$ cat src/rtl/urx_pkg.sv
// Shared types for the serial receiver.
// Assumes: an 8-bit character at most, and one stop bit.
package urx_pkg;
    typedef enum logic [1:0] {
        PAR_NONE = 2'd0,
        PAR_EVEN = 2'd1,
        PAR_ODD  = 2'd2,
        PAR_ZERO = 2'd3
    } par_mode_t;

    typedef enum logic [2:0] {
        S_IDLE,
        S_START,
        S_DATA,
        S_PAR,
        S_STOP
    } rx_state_t;

    typedef struct packed {
        logic par;
        logic frm;
    } frame_err_t;
endpackage

$ cat src/rtl/urx_baud_tick.sv
// Sampling tick source. A free-running prescaler emits one tick every
// 2^tap_sel clocks; tap 0 gives a tick on every clock.
// Assumes: tap_sel is held steady while a character is being received.
module urx_baud_tick #(
    parameter int PRESC_W = 12,
    parameter int TAP_W   = 4
) (
    input  logic             clk,
    input  logic             rst_n,
    input  logic [TAP_W-1:0] tap_sel,
    output logic             tick
);
    logic [PRESC_W-1:0] presc;
    logic [PRESC_W-1:0] mask;

    // Free-running prescaler count.
    always_ff @(posedge clk) begin
        if (!rst_n) presc <= '0;
        else        presc <= presc + 1'b1;
    end

    // Mask of the low tap_sel bits of the prescaler.
    always_comb begin
        for (int i = 0; i < PRESC_W; i++) mask[i] = (i < int'(tap_sel));
    end

    // A tick fires when all of the masked prescaler bits are ones.
    assign tick = ((presc & mask) == mask);

    assert_tap0_every_clock_R2: assert property (@(posedge clk) disable iff (!rst_n)
        (tap_sel == '0) |-> tick);
    assert_tick_spacing_R2: assert property (@(posedge clk) disable iff (!rst_n)
        (tick && tap_sel != '0 && $stable(tap_sel)) |=> !tick);
endmodule

$ cat src/rtl/urx_frame_fsm.sv
// Character framing engine. Confirms the start bit after half a bit period,
// then samples data, parity and stop bits one full bit period apart.
// Emits a one-clock frame_done together with the byte and its error flags.
// Assumes: rxd is already synchronised, and bit_div >= 2.
module urx_frame_fsm
    import urx_pkg::*;
#(
    parameter int DATA_W = 8,
    parameter int CNT_W  = 8
) (
    input  logic              clk,
    input  logic              rst_n,
    input  logic              rx_en,
    input  logic              rxd,
    input  logic              tick,
    input  logic [CNT_W-1:0]  bit_div,
    input  par_mode_t         par_mode,
    output logic              frame_done,
    output logic [DATA_W-1:0] frame_data,
    output frame_err_t        frame_err
);
    localparam int IDX_W = (DATA_W > 1) ? $clog2(DATA_W) : 1;
    localparam logic [IDX_W-1:0] LAST_IDX = IDX_W'(DATA_W - 1);

    rx_state_t          state;
    logic [CNT_W-1:0]   cnt;
    logic [CNT_W-1:0]   limit;
    logic [IDX_W-1:0]   idx;
    logic [DATA_W-1:0]  shreg;
    logic               par_acc;
    logic               par_bit;
    logic               par_bad;
    logic               at_sample;

    // Tick count that ends the current wait: half a bit while confirming the start bit.
    assign limit     = (state == S_START) ? (bit_div >> 1) - 1'b1 : bit_div - 1'b1;
    assign at_sample = tick && (cnt == limit);

    // Parity verdict from the data parity and the received parity bit.
    always_comb begin
        unique case (par_mode)
            PAR_EVEN: par_bad = par_acc ^ par_bit;
            PAR_ODD:  par_bad = ~(par_acc ^ par_bit);
            PAR_ZERO: par_bad = par_bit;
            default:  par_bad = 1'b0;
        endcase
    end

    // Sequencer: state, tick counter, bit index and shift register.
    always_ff @(posedge clk) begin
        if (!rst_n) begin
            state      <= S_IDLE;
            cnt        <= '0;
            idx        <= '0;
            shreg      <= '0;
            par_acc    <= 1'b0;
            par_bit    <= 1'b0;
            frame_done <= 1'b0;
            frame_data <= '0;
            frame_err  <= '0;
        end else begin
            frame_done <= 1'b0;
            if (!rx_en) begin
                state <= S_IDLE;
                cnt   <= '0;
            end else begin
                if (state != S_IDLE && tick) cnt <= at_sample ? '0 : cnt + 1'b1;
                unique case (state)
                    S_IDLE: if (!rxd) begin
                        state <= S_START;
                        cnt   <= '0;
                    end
                    S_START: if (at_sample) begin
                        state   <= rxd ? S_IDLE : S_DATA;
                        idx     <= '0;
                        par_acc <= 1'b0;
                        par_bit <= 1'b0;
                    end
                    S_DATA: if (at_sample) begin
                        shreg   <= {rxd, shreg[DATA_W-1:1]};
                        par_acc <= par_acc ^ rxd;
                        idx     <= idx + 1'b1;
                        if (idx == LAST_IDX) state <= (par_mode == PAR_NONE) ? S_STOP : S_PAR;
                    end
                    S_PAR: if (at_sample) begin
                        par_bit <= rxd;
                        state   <= S_STOP;
                    end
                    S_STOP: if (at_sample) begin
                        frame_done    <= 1'b1;
                        frame_data    <= shreg;
                        frame_err.frm <= ~rxd;
                        frame_err.par <= par_bad;
                        state         <= S_IDLE;
                    end
                    default: state <= S_IDLE;
                endcase
            end
        end
    end

    assert_done_after_enable_R1: assert property (@(posedge clk) disable iff (!rst_n)
        frame_done |-> $past(rx_en));
    assert_done_single_R9: assert property (@(posedge clk) disable iff (!rst_n)
        frame_done |=> !frame_done);
endmodule

$ cat src/rtl/uart_rx_route.sv
// Serial receiver top. Synchronises the line, times the bits, holds the
// receive byte and the sticky error flags, and routes the two interrupts.
// Assumes: buf_rd and stat_rd are one-clock pulses from the reading side.
module uart_rx_route
    import urx_pkg::*;
#(
    parameter int DATA_W  = 8,
    parameter int CNT_W   = 8,
    parameter int PRESC_W = 12,
    parameter int TAP_W   = 4,
    parameter int SYNC_N  = 2
) (
    input  logic              clk,
    input  logic              rst_n,
    input  logic              rx_en,
    input  logic              rx_in,
    input  logic [TAP_W-1:0]  tap_sel,
    input  logic [CNT_W-1:0]  bit_div,
    input  logic [1:0]        par_mode,
    input  logic              err_route,
    input  logic              buf_rd,
    input  logic              stat_rd,
    output logic [DATA_W-1:0] rx_data,
    output logic              err_par,
    output logic              err_frm,
    output logic              err_ovr,
    output logic              irq_done,
    output logic              irq_err
);
    logic [SYNC_N-1:0]  sync_q;
    logic               tick;
    logic               frame_done;
    logic [DATA_W-1:0]  frame_data;
    frame_err_t         frame_err;
    logic               buf_full;
    logic               take;
    logic               new_ovr;
    logic               any_err;

    // Line synchroniser chain; resets to the idle level.
    always_ff @(posedge clk) begin
        if (!rst_n) sync_q <= '1;
        else        sync_q <= {sync_q[SYNC_N-2:0], rx_in};
    end

    urx_baud_tick #(.PRESC_W(PRESC_W), .TAP_W(TAP_W)) tick_i (
        .clk     (clk),
        .rst_n   (rst_n),
        .tap_sel (tap_sel),
        .tick    (tick)
    );

    urx_frame_fsm #(.DATA_W(DATA_W), .CNT_W(CNT_W)) fsm_i (
        .clk        (clk),
        .rst_n      (rst_n),
        .rx_en      (rx_en),
        .rxd        (sync_q[SYNC_N-1]),
        .tick       (tick),
        .bit_div    (bit_div),
        .par_mode   (par_mode_t'(par_mode)),
        .frame_done (frame_done),
        .frame_data (frame_data),
        .frame_err  (frame_err)
    );

    // Error classification of a character that is accepted in this clock.
    assign take    = frame_done && rx_en;
    assign new_ovr = buf_full && !buf_rd;
    assign any_err = frame_err.par || frame_err.frm || new_ovr;

    // Receive byte, occupancy, sticky flags and interrupt pulses.
    always_ff @(posedge clk) begin
        if (!rst_n) begin
            rx_data  <= '0;
            buf_full <= 1'b0;
            err_par  <= 1'b0;
            err_frm  <= 1'b0;
            err_ovr  <= 1'b0;
            irq_done <= 1'b0;
            irq_err  <= 1'b0;
        end else begin
            irq_done <= 1'b0;
            irq_err  <= 1'b0;
            if (buf_rd) buf_full <= 1'b0;
            if (stat_rd) begin
                err_par <= 1'b0;
                err_frm <= 1'b0;
                err_ovr <= 1'b0;
            end
            if (take) begin
                rx_data  <= frame_data;
                buf_full <= 1'b1;
                if (frame_err.par) err_par <= 1'b1;
                if (frame_err.frm) err_frm <= 1'b1;
                if (new_ovr)       err_ovr <= 1'b1;
                irq_err  <= any_err;
                irq_done <= !any_err || !err_route;
            end
        end
    end

    assert_disabled_frozen_R1: assert property (@(posedge clk) disable iff (!rst_n)
        (!rx_en && !stat_rd) |=> ($stable(rx_data) && $stable({err_par, err_frm, err_ovr})
                                  && !irq_done && !irq_err));
    assert_overrun_flag_R7: assert property (@(posedge clk) disable iff (!rst_n)
        (frame_done && rx_en && buf_full && !buf_rd) |=> (err_ovr && irq_err));
    assert_route_masks_done_R8: assert property (@(posedge clk) disable iff (!rst_n)
        (irq_err && $past(err_route)) |-> !irq_done);
    assert_done_pulse_R9: assert property (@(posedge clk) disable iff (!rst_n)
        irq_done |=> !irq_done);
    assert_err_pulse_R9: assert property (@(posedge clk) disable iff (!rst_n)
        irq_err |=> !irq_err);
    assert_flag_needs_irq_R10: assert property (@(posedge clk) disable iff (!rst_n)
        $rose(err_frm) |-> irq_err);
endmodule

$ cat config.mk
export PLATFORM = sky130hd
export DESIGN_NAME = uart_rx_route
export DESIGN_NICKNAME = d
export VERILOG_FILES = /design/src/rtl/urx_pkg.sv /design/src/rtl/urx_baud_tick.sv /design/src/rtl/urx_frame_fsm.sv /design/src/rtl/uart_rx_route.sv
export SDC_FILE = /design/constraint.sdc
export NUM_CORES = 1
export LEC_CHECK = 0
export ABC_AREA = 1
export BUFFER_PORTS_ARGS = -buffer_cell sky130_fd_sc_hd__buf_2
export CAP_MARGIN = 30
export CORE_ASPECT_RATIO = 1.75
export CORE_MARGIN = 5
export CORE_UTILIZATION = 25
export CTS_CLUSTER_DIAMETER = 100
export DETAILED_ROUTE_END_ITERATION = 16
export PLACE_DENSITY_LB_ADDON = 0.3
export SYNTH_ARGS = -nofsm -noshare
export SYNTH_HDL_FRONTEND = slang
export SYNTH_HIERARCHICAL = 1
export SYNTH_SLANG_ARGS = --single-unit
$ cat constraint.sdc
create_clock -name clk -period 4.2 [get_ports clk]
set_input_delay 1.26 -clock clk [delete_from_list [all_inputs] [get_ports clk]]
set_output_delay 1.26 -clock clk [all_outputs]
set_load 0.02 [all_outputs]
-- Word-level counts from Yosys, hierarchy flattened
Cells that the tools add are included.
- add/sub/neg operators: 5
- multipliers: 0
- divide/modulo/power cells: 0
- order comparisons: 12
- eq/ne operators: 16
- shifts and indexed selects: 0
- muxes and demuxes: 34
- bitwise logic cells: 5
- reduce and logical (&&, ||, !) cells: 24
- operator list (operator ; count):
    8-bit 2-to-1 mux ; 5
    3-bit 2-to-1 mux ; 8
    3-bit by 4-bit less-than comparator with 1-bit output, first input constant ; 4
    4-bit less-than comparator, first input constant ; 4
    1-bit 2-to-1 mux ; 15
    3-bit case mux with 5 select lines ; 1
    12-bit by 1-bit adder with 12-bit output, second input constant ; 1
    12-bit AND ; 1
    12-bit == test ; 1
    2-bit by 1-bit inequality test with 1-bit output, second input constant ; 5
    3-bit AND reduction ; 3
    8-bit by 1-bit adder with 8-bit output, second input constant ; 1
    8-bit == test ; 1
    1-bit by 4-bit less-than comparator with 1-bit output, first input constant ; 2
    2-bit by 4-bit less-than comparator with 1-bit output, first input constant ; 2
    4-bit AND reduction ; 2
    7-bit by 1-bit subtractor with 8-bit output, second input constant ; 1
    8-bit by 1-bit subtractor with 8-bit output, second input constant ; 1
    3-bit by 2-bit == test with 1-bit output, second input constant ; 2
    3-bit == test, second input constant ; 2
    3-bit case mux with 2 select lines ; 1
    6-bit AND reduction ; 1
    2-bit nonzero test ; 3
    2-bit == test, second input constant ; 2
    other kinds (16) ; 27
- bits in registers: 63
- latch bits: 0
- bits in writable memories: 0
- ROM bits: 0
- input bits: 21
- output and inout bits: 13
- word-level logic and storage cells: 115
- memories: 0

-- Longest topological paths before layout
Gate-level depths: netlist (run 1).
- depth in word-level cells: 8
- gate-level depth with buffers: 21
- gate-level depth less buffers: 20

-- By module
The synthesis (run 1) kept the hierarchy.
- by module, submodules not included (module ; instances ; cells each ; area each (um^2) ; sequential area each (um^2)):
    urx_frame_fsm ; 1 ; 323 ; 2114.5 ; 700.7
    urx_baud_tick ; 1 ; 118 ; 724.4 ; 240.2
    uart_rx_route ; 1 ; 65 ; 559.3 ; 320.3

-- Least setup slack after synthesis (run 1)
OpenSTA, ideal clock, no wires.
- kind: input to register
- start: input bit_div[0]
- end: register fsm_i.shreg[6]
- setup time: 0.128 ns
- data arrival time: 2.919 ns
- path slack: 1.153 ns
- stages: 14
- cell sequence: inv_1 > nand2_1 > o21ai_2 > ha_1 > xnor2_1 > nor2_1 > nand3_1 > nor2_2 > nand3_2 > nor2_4 > nand4_1 > buf_2 > a21oi_1 > nor2_1
- longest elaborated chain between the ends: 5
- ends and longest elaborated chain (item ; RTL line ; source):
    start, declared ; uart_rx_route.sv:18 ; input logic [CNT_W-1:0] bit_div,
    8-bit by 1-bit subtractor with 8-bit output ; urx_frame_fsm.sv:36 ; assign limit = (state == S_START) ? (bit_div >> 1) - 1'b1 : bit_div - 1'b1;
    8-bit 2-to-1 mux ; urx_frame_fsm.sv:36 ;
    8-bit == test ; urx_frame_fsm.sv:37 ; assign at_sample = tick && (cnt == limit);
    1-bit logical AND ; urx_frame_fsm.sv:37 ;
    3-bit AND reduction (no line) ; -- ;
    end signal, assigned ; urx_frame_fsm.sv:80 ; shreg <= {rxd, shreg[DATA_W-1:1]};
    end, declared ; urx_frame_fsm.sv:29 ; logic [DATA_W-1:0] shreg;
Every way passes these cells.
A chain may end at the register's enable or synchronous reset.

-- Final worst setup path (run 1)
- start: input bit_div[1]
- end: register fsm_i.frame_data[3]
- longest elaborated chain between the ends: 5
- ends and longest elaborated chain (item ; RTL line ; source):
    8-bit by 1-bit subtractor with 8-bit output or 7-bit by 1-bit subtractor with 8-bit output (tied branches) ; urx_frame_fsm.sv:36 ;
    8-bit 2-to-1 mux (*) ; urx_frame_fsm.sv:36 ;
    8-bit == test (*) ; urx_frame_fsm.sv:37 ;
    1-bit logical AND (*) ; urx_frame_fsm.sv:37 ;
    3-bit AND reduction (no line) (*) ; -- ;
    end signal, assigned ; urx_frame_fsm.sv:91 ; frame_data <= shreg;
    end, declared ; urx_frame_fsm.sv:19 ; output logic [DATA_W-1:0] frame_data,
Mark *: on every way between the ends. The rest lies on a longest branch, timed or not.

==> metrics.log, run 1 <==
INFO  metric pre_cts_slack = 758 ps
INFO  metric min_setup_slack_post_route = approximately 1100 ps
INFO  metric power_frac_comb = 0.083
INFO  metric crit_path_cell_trace = buf_2 -> o21ai_2 -> ha_1 -> xnor2_1 -> nor2_1 -> nand3_1 -> nor2_2 -> nand3_2 -> nor2_4 -> nand2_2 -> nor2_4 -> nand2_1 -> nand2_1 -> a21oi_1
INFO  metric reg2regPathDepth = 15
INFO  metric reg2reg_slack = roughly 1300 ps
INFO  metric boundaryPins = 34
INFO  metric cts-buffers-inserted = 9
INFO  metric cts_resized = 0
INFO  metric cts_root_buffer = sky130_fd_sc_hd__clkbuf_16
INFO  metric crit_path_start = bit_div[1]
INFO  metric synthesis.area_per_instance = about 6.7 µm²
INFO  metric report.final.setup_viol = 0
INFO  metric final_wl = 8.22 mm
INFO  metric crit_fanout = 11
INFO  metric cts_num_sinks = 63
INFO  metric initial_utilization = 0.254
INFO  metric die_x = 98.1 µm
INFO  metric synth-edff-count = 0
INFO  metric grt_use_total = 0.108
INFO  metric cp_data_arrival_time = about 3300 ps
INFO  metric power.internal = 1160 µW
INFO  metric power.sequential.fraction = 0.406
INFO  metric port_buf_inserts = 33
INFO  metric total_switching_power = 339 µW
INFO  metric grt_start_max_net_pins = 22
INFO  metric synth_flop_cell = sky130_fd_sc_hd__dfxtp_1
INFO  metric detailedRoute.firstPassIterationCount = 6
INFO  metric vias_in_the_first_global_route = approximately 3200
INFO  metric grt_pass1_wl = 14.3 mm
INFO  metric tritoncts = yes
INFO  metric worstHoldPathType = reg2reg
INFO  metric rsz0062_at_grt = false
INFO  metric synth_warnings = 6
INFO  metric ys_async_sr_fraction = 0
INFO  metric power.density_cell_area = approximately 370 mW/mm²
INFO  metric final_slew_viol_count = 0
INFO  metric critPathBufInv = 1
INFO  metric fin_nets = 566
INFO  metric globalRouteOverflowTotal = 0
INFO  metric final_layout_size_suffix_gt1_frac = 0.143
INFO  metric detailedRoute.firstIterationViolations = 142
INFO  metric cell_family_with_the_largest_share_of_critical_path_delay = simple AND/OR/NAND/NOR gates
INFO  metric finalHoldViolations = 0
INFO  metric post_layout_min_period = 3090 ps
INFO  metric period_share = 0.735
INFO  metric run_status = completed
INFO  metric fin_setup_tns = 0 ps
INFO  metric synthDistinctLibCells = 35
INFO  metric worstSetupEndpointType = flip-flop
INFO  metric fp.coreArea = around 0.013 mm²
INFO  metric dieHeight = 164 µm
INFO  metric yosysSeqAreaShare = 0.371
INFO  metric rr_startpoint = fsm_i/state[1]
INFO  metric peakVddDrop = about 210 µV
INFO  metric cts-root-to-sink-buffers = 2
INFO  metric reg2reg_to = fsm_i/frame_data[3]
INFO  metric ctsHoldBuffers = 0
INFO  metric num_rows = 56
INFO  metric finalClockSkew = 3.64 ps
INFO  metric critical_path_depth = 14
INFO  metric startpoint_type = primary input
INFO  metric worst_slew_pin_slew = 832 ps
INFO  metric critical-path-max-stage-delay = 280 ps
INFO  metric fmax = 324 MHz
INFO  metric avgViaCountPerCell = around 4.5
INFO  metric max-cap-violations = 0
INFO  metric ant_nets = 0
INFO  metric crit_path_end = fsm_i/frame_data[3]
INFO  metric crit_slowest_cell = sky130_fd_sc_hd__ha_1
INFO  metric clk_pin_slew_worst_paths = roughly 50 ps
INFO  metric post-route-drc-count = 0
INFO  metric synthesis.nets = 532
INFO  metric die_area = 0.0161 mm²
INFO  metric clock_tree.htree_level_count = 3
INFO  metric ys_seq_elements = between 60 and 70
INFO  metric number_of_antenna_violations_at_the_first_check_in_global_routing = 0
INFO  metric detailroute.via_count = approximately 3300
INFO  metric relSlewSlack = 0.443
INFO  metric post_cts_buffers = 0
INFO  metric critPathRequiredTime = 4370 ps
INFO  metric post_synth_inst_count = between 500 and 600
INFO  metric worstSkewPairLatency = 320 ps
INFO  metric sw_frac_of_total = 0.226
INFO  metric cellLeakagePower = 0.00181 µW
INFO  metric timing.setup.critical_path_class = in2reg
INFO  metric insertedDiodeCount = 0
INFO  metric synthToLayoutAreaGrowth = 18.4%
INFO  metric p_clk_frac = 0.512
INFO  metric globalplace.congestion = 0.799
INFO  metric wl_per_cell = between 10 and 15 µm
INFO  metric post_dp_hpwl = ~6.3 mm
INFO  metric mappedNetlistArea = 0.00340 mm²
## per-layer routing
metal / track usage / wire length [µm] / vias to the layer above
met5: 0 / 0 / -
met4: 0.0497 / 179 / 0
met3: 0.0242 / 301 / 12
met2: 0.201 / 4390 / 77
met1: 0.114 / 3350 / 1484
li1: - / - / 1689
## how the worst min path moves through the flow
stage,slack [ps],to,from,cells past startpoint
5_1_grt,430,sync_q[1],sync_q[0],1
3_5_place_dp,400,sync_q[1],sync_q[0],1
3_3_place_gp,400,sync_q[1],sync_q[0],1
6_report,410,sync_q[1],sync_q[0],1
4_1_cts,410,sync_q[1],sync_q[0],1
2_1_floorplan,390,sync_q[1],sync_q[0],1
## metrics by stage
stage	hold slack [ps]	total power, µW	cells	instance area (µm²)	utilization
CTS	413	1520	719	4020	0.301
global route	428	1570	719	4020	0.301
floorplan	386	710	506	3400	-
detailed placement	401	746	703	3720	0.278
finish	414	1500	719	4020	0.301
global placement	395	745	703	3720	0.278
## layout make-up
cell class / count / area, µm²
inverter: 65 / 244
timing repair buffer: 36 / 188
sequential: 63 / 1260
clock inverter: 4 / 70.1
multi-input combinational: 365 / 1810
fill: 1472 / 9360
clock buffer: 12 / 236
tap: 174 / 218
## cell usage after synthesis (3+ instances only)
cell,instances,area (µm²)
sky130_fd_sc_hd__nand3_2,4,40.0
sky130_fd_sc_hd__inv_2,4,15.0
sky130_fd_sc_hd__xnor2_1,3,26.3
sky130_fd_sc_hd__nor2_4,5,56.3
sky130_fd_sc_hd__clkbuf_1,3,11.3
sky130_fd_sc_hd__nor2_1,42,158
sky130_fd_sc_hd__nand2_2,5,31.3
sky130_fd_sc_hd__nand4_1,6,37.5
sky130_fd_sc_hd__nand2_1,143,537
sky130_fd_sc_hd__or2_2,3,18.8
sky130_fd_sc_hd__nand3_1,70,350
sky130_fd_sc_hd__buf_4,3,22.5
sky130_fd_sc_hd__dfxtp_1,63,1260
sky130_fd_sc_hd__buf_2,4,20.0
sky130_fd_sc_hd__buf_6,3,33.8
sky130_fd_sc_hd__xor2_1,3,26.3
sky130_fd_sc_hd__inv_1,61,229
sky130_fd_sc_hd__nor3_1,3,15.0
sky130_fd_sc_hd__o21ai_0,9,45.0
sky130_fd_sc_hd__a21oi_1,45,225
sky130_fd_sc_hd__ha_1,5,62.6
## cells in the final DEF (no fill, tap or decap), types with 6 or more instances in the layout
cell,Yosys,routed
sky130_fd_sc_hd__a21oi_1,45,45
sky130_fd_sc_hd__buf_2,4,33
sky130_fd_sc_hd__clkbuf_16,0,9
sky130_fd_sc_hd__dfxtp_1,63,63
sky130_fd_sc_hd__inv_1,61,61
sky130_fd_sc_hd__nand2_1,143,143
sky130_fd_sc_hd__nand3_1,70,70
sky130_fd_sc_hd__nand4_1,6,6
sky130_fd_sc_hd__nor2_1,42,42
sky130_fd_sc_hd__o21ai_0,9,9
## kinds of logic (layout without fill, tap and decap cells)
kind of cell,Yosys count,in the layout,synth area share
xor+xnor,7,7,0.0225
flops,63,63,0.371
buf+inv,78,117,0.0976
mux,1,1,0.00295
fa+ha+maj,5,5,0.0184
simple gates,290,290,0.390
compound gates,62,62,0.0979
## state kept, by name, summed over array words and instances, names as in the netlist, 2 cells and up
name	cells
rx_data	8
fsm_i/frame_data	8
fsm_i/shreg	8
fsm_i/frame_err	2
fsm_i/cnt	8
tick_i/presc	12
fsm_i/idx	3
sync_q	2
fsm_i/state	3
## power by group through the flow
stage          clock [µW]  sequential, µW  combinational, µW
4_1_cts               790             609                125
5_1_grt               819             609                143
3_5_place_dp            0             622                124
6_report              768             609                124
2_1_floorplan           0             619               90.9
3_3_place_gp            0             622                123
No activity file was read; power rests on OpenSTA's default activity.
==> run 2: changes to the inputs <==
--- a/config.mk
+++ b/config.mk
@@ -5,7 +5,7 @@
 export SDC_FILE = /design/constraint.sdc
 export NUM_CORES = 1
 export LEC_CHECK = 0
-export ABC_AREA = 1
+export ABC_AREA = 0
 export BUFFER_PORTS_ARGS = -buffer_cell sky130_fd_sc_hd__buf_2
 export CAP_MARGIN = 30
 export CORE_ASPECT_RATIO = 1.75
==> constraint.sdc (replaced) <==
create_clock -name clk -period 3.05 [get_ports clk]
set_input_delay 0.915 -clock clk [delete_from_list [all_inputs] [get_ports clk]]
set_output_delay 0.915 -clock clk [all_outputs]
set_load 0.02 [all_outputs]
==> metrics.log, run 2 <==
INFO  metric synthToLayoutAreaGrowth = 33.6%
INFO  metric period_share = 1.05
INFO  metric post_layout_min_period = about 3200 ps
INFO  metric most_frequent_standard_cell_in_the_layout_excluding_fill_and_tap_cells = sky130_fd_sc_hd__dfxtp_1
INFO  metric final_wl = between 8 and 9 mm
INFO  metric reg2regPathDepth = 14
INFO  metric ctsHoldBuffers = 0
INFO  metric timing.setup.critical_path_class = in2reg
INFO  metric synthesis.nets = just under 400
INFO  metric fill_cells = 1346
INFO  metric worstHoldPathType = reg2reg
INFO  metric rsz0062_at_grt = true
INFO  metric crit_fanout = 3
INFO  metric synth_flop_cell = sky130_fd_sc_hd__dfxtp_1
INFO  metric cts-buffers-inserted = 9
INFO  metric worstSkewPairLatency = 330 ps
INFO  metric fp.coreArea = between 0.01 and 0.015 mm²
INFO  metric synthDistinctLibCells = 70
INFO  metric crit_path_start = bit_div[2]
INFO  metric final_layout_size_suffix_gt1_frac = 0.293
INFO  metric report.final.setup_viol = 26
INFO  metric port_buf_inserts = 33
INFO  metric violations = setup timing
INFO  metric cellLeakagePower = 0.00184 µW
INFO  metric number_of_antenna_violations_at_the_first_check_in_global_routing = 0
INFO  metric ys_seq_elements = 63
INFO  metric synth_warnings = 6
INFO  metric grt_start_max_net_pins = 47
INFO  metric ys_async_sr_fraction = 0
INFO  metric detailedRoute.firstIterationViolations = 73
INFO  metric detailroute.via_count = approximately 2900
INFO  metric synth.area.top_cells = sky130_fd_sc_hd__dfxtp_1 39%, sky130_fd_sc_hd__mux2i_1 7.7%, sky130_fd_sc_hd__nand2_1 6.4%, sky130_fd_sc_hd__xor2_1 3.5%, sky130_fd_sc_hd__nor2b_1 2.3%
INFO  metric worst_slew_pin_slew = 787 ps
INFO  metric final_design_area_no_fill = 0.00437 mm²
INFO  metric cts_num_sinks = 63
INFO  metric power.internal = 1470 µW
INFO  metric post-route-drc-count = 0
INFO  metric worstSetupEndpointType = flip-flop
INFO  metric post_synth_inst_count = between 300 and 400
INFO  metric cp_data_arrival_time = 3410 ps
INFO  metric detailedRoute.firstPassIterationCount = 4
INFO  metric clk_pin_slew_worst_paths = roughly 50 ps
INFO  metric cts_root_buffer = sky130_fd_sc_hd__clkbuf_16
INFO  metric crit_slowest_cell = sky130_fd_sc_hd__or4_4
INFO  metric critical-path-max-stage-delay = 550 ps
INFO  metric registers.top_by_ff_count = tick_i/presc
INFO  metric instances_no_fill = 612
INFO  metric startpoint_type = primary input
INFO  metric layout_common_cells = 62 x sky130_fd_sc_hd__dfxtp_1, 55 x sky130_fd_sc_hd__nand2_1, 40 x sky130_fd_sc_hd__buf_4
INFO  metric power.density_cell_area = about 450 mW/mm²
INFO  metric power.sequential.fraction = 0.432
INFO  metric post_dp_hpwl = 5.83 mm
INFO  metric run_status = finished, violations left
INFO  metric die_x = between 90 and 100 µm
INFO  metric avgViaCountPerCell = 4.67
INFO  metric num_rows = 55
INFO  metric crit_path_end = fsm_i/par_acc
INFO  metric dieHeight = 161 µm
INFO  metric clock_tree.htree_level_count = 3
INFO  metric fmax = 313 MHz
INFO  metric whs_path_depth = 1
INFO  metric globalplace.congestion = 0.863
INFO  metric placement.cell_area = roughly 0.0039 mm²
INFO  metric p_total = 1950 µW
INFO  metric finalHoldViolations = 0
INFO  metric post_synth_most_frequent_cells = 63 x sky130_fd_sc_hd__dfxtp_1, 56 x sky130_fd_sc_hd__nand2_1, 25 x sky130_fd_sc_hd__mux2i_1
INFO  metric synth-edff-count = 0
INFO  metric multi_input_comb_area = 0.00203 mm²
INFO  metric p_clk_frac = 0.488
INFO  metric yosysSeqAreaShare = 0.386
INFO  metric relSlewSlack = 0.469
INFO  metric cts-root-to-sink-buffers = 2
INFO  metric ant_nets = 0
INFO  metric min_setup_slack_post_route = -144 ps
INFO  metric power_frac_comb = 0.081
INFO  metric crit_path_cell_trace = buf_8 -> or4_4 -> or4_1 -> a32oi_2 -> xor2_1 -> nand4_4 -> nor3_4 -> buf_4 -> a41oi_2 -> a311oi_1
INFO  metric finalClockSkew = about 8.7 ps
INFO  metric vias_in_the_first_global_route = 2931
INFO  metric die_area = 0.0155 mm²
INFO  metric wl_per_cell = 13.4 µm
INFO  metric synthDominantCellAreaShare = 0.386
INFO  metric final_slew_viol_count = 0
INFO  metric dpl.cell_count = 586
INFO  metric insertedDiodeCount = 0
INFO  metric max-cap-violations = 0
INFO  metric fin_nets = 462
INFO  metric grt_pass1_wl = roughly 13 mm
INFO  metric mappedNetlistArea = ~0.0033 mm²
INFO  metric reg2reg_to = fsm_i/idx[0]
INFO  metric globalRouteOverflowTotal = 0
INFO  metric grt_use_total = 0.108
INFO  metric initial_utilization = 0.254
INFO  metric flip_flop_and_latch_area = 0.00126 mm²
INFO  metric yosysTopAreaCell = sky130_fd_sc_hd__dfxtp_1
INFO  metric worstHoldStart = sync_q[0]
INFO  metric peakVddDrop = 203 µV
INFO  metric reg2reg_slack = -50 ps
INFO  metric rr_startpoint = fsm_i/state[2]
INFO  metric sw_frac_of_total = 0.249
INFO  metric synth.most_common_cell = sky130_fd_sc_hd__dfxtp_1
INFO  metric total_switching_power = 485 µW
INFO  metric boundaryPins = 34
INFO  metric largest_register_ffs = 12
INFO  metric synthesis.area_per_instance = 9.05 µm²
INFO  metric tritoncts = yes
INFO  metric critPathRequiredTime = between 3000 and 4000 ps
-- run 2: changes by cell type after synthesis, sizes merged, moves of 12 or more --
cell    delta
nand3     -63
a21boi    +12
nor2      -30
nand2     -93
inv       -63
mux2i     +24
a21oi     -34
nor2b     +13
-- run 2: per-stage QoR --
| step | hold WS [ps] | worst slack, ps | utilization | setup TNS [ps] |
|---|---|---|---|---|
| 2_1_floorplan | 386 | -229 | - | -5770 |
| 3_3_place_gp | 399 | -491 | 0.300 | -13310 |
| 3_5_place_dp | 404 | -529 | 0.300 | -13810 |
| 4_1_cts | 436 | -108 | 0.331 | -2120 |
| 5_1_grt | 451 | -243 | 0.339 | -5510 |
| 6_report | 429 | -144 | 0.339 | -2760 |
-- run 2: cell type report --
type                    instances  area share
flip-flops and latches         63       0.289
clock inverters                 7      0.0126
well taps                     171      0.0490
inverters                       2     0.00172
multi-input cells             281       0.464
clock buffers                   9      0.0516
repair buffers                 79       0.132
-- run 2: worst max-delay path, delay by kind of cell --
family,cells,cell delay (ps)
simple gates,4,1400
compound gates,3,570
buf+inv,2,260
xor+xnor,1,260
-- run 2: how the worst min path moves through the flow --
stage / slack, ps / end
final: 430 / sync_q[1]
after detailed placement: 400 / sync_q[1]
after global routing: 450 / sync_q[1]
after global placement: 400 / sync_q[1]
after floorplan: 390 / sync_q[1]
after CTS: 440 / sync_q[1]
-- run 2: metal layers --
metal,track usage,share of wire
met1,0.109,0.40
met2,0.199,0.54
met3,0.0214,0.030
met4,0.0619,0.029
met5,0,0
-- run 2: power by group through the flow --
stage / logic, µW / clock network, µW / registers [µW]
6_report: 157 / 952 / 842
5_1_grt: 171 / 1020 / 843
4_1_cts: 146 / 984 / 842
3_5_place_dp: 137 / 0 / 860
3_3_place_gp: 135 / 0 / 859
2_1_floorplan: 76.1 / 0 / 858
-- run 2: timing repair --
| action | in CTS | in global routing |
|---|---|---|
| buffers inserted | 6 | 4 |
| pin swaps | 8 | 13 |
| gates cloned | 1 | 0 |
| gates resized for setup | 13 | 17 |
| endpoints found under the setup margin | 28 | 34 |
-- run 2: cells by family (layout without fill, tap and decap cells) --
group / Yosys count / in the layout / synth area share
AOI/OAI and AO/OA: 70 / 70 / 0.154
xor gates and xnor gates: 19 / 19 / 0.0509
adders and majority gates: 5 / 5 / 0.0191
buffers and inverters: 17 / 97 / 0.0249
DFF: 63 / 63 / 0.386
muxes: 25 / 25 / 0.0766
and+or+nand+nor: 162 / 162 / 0.289
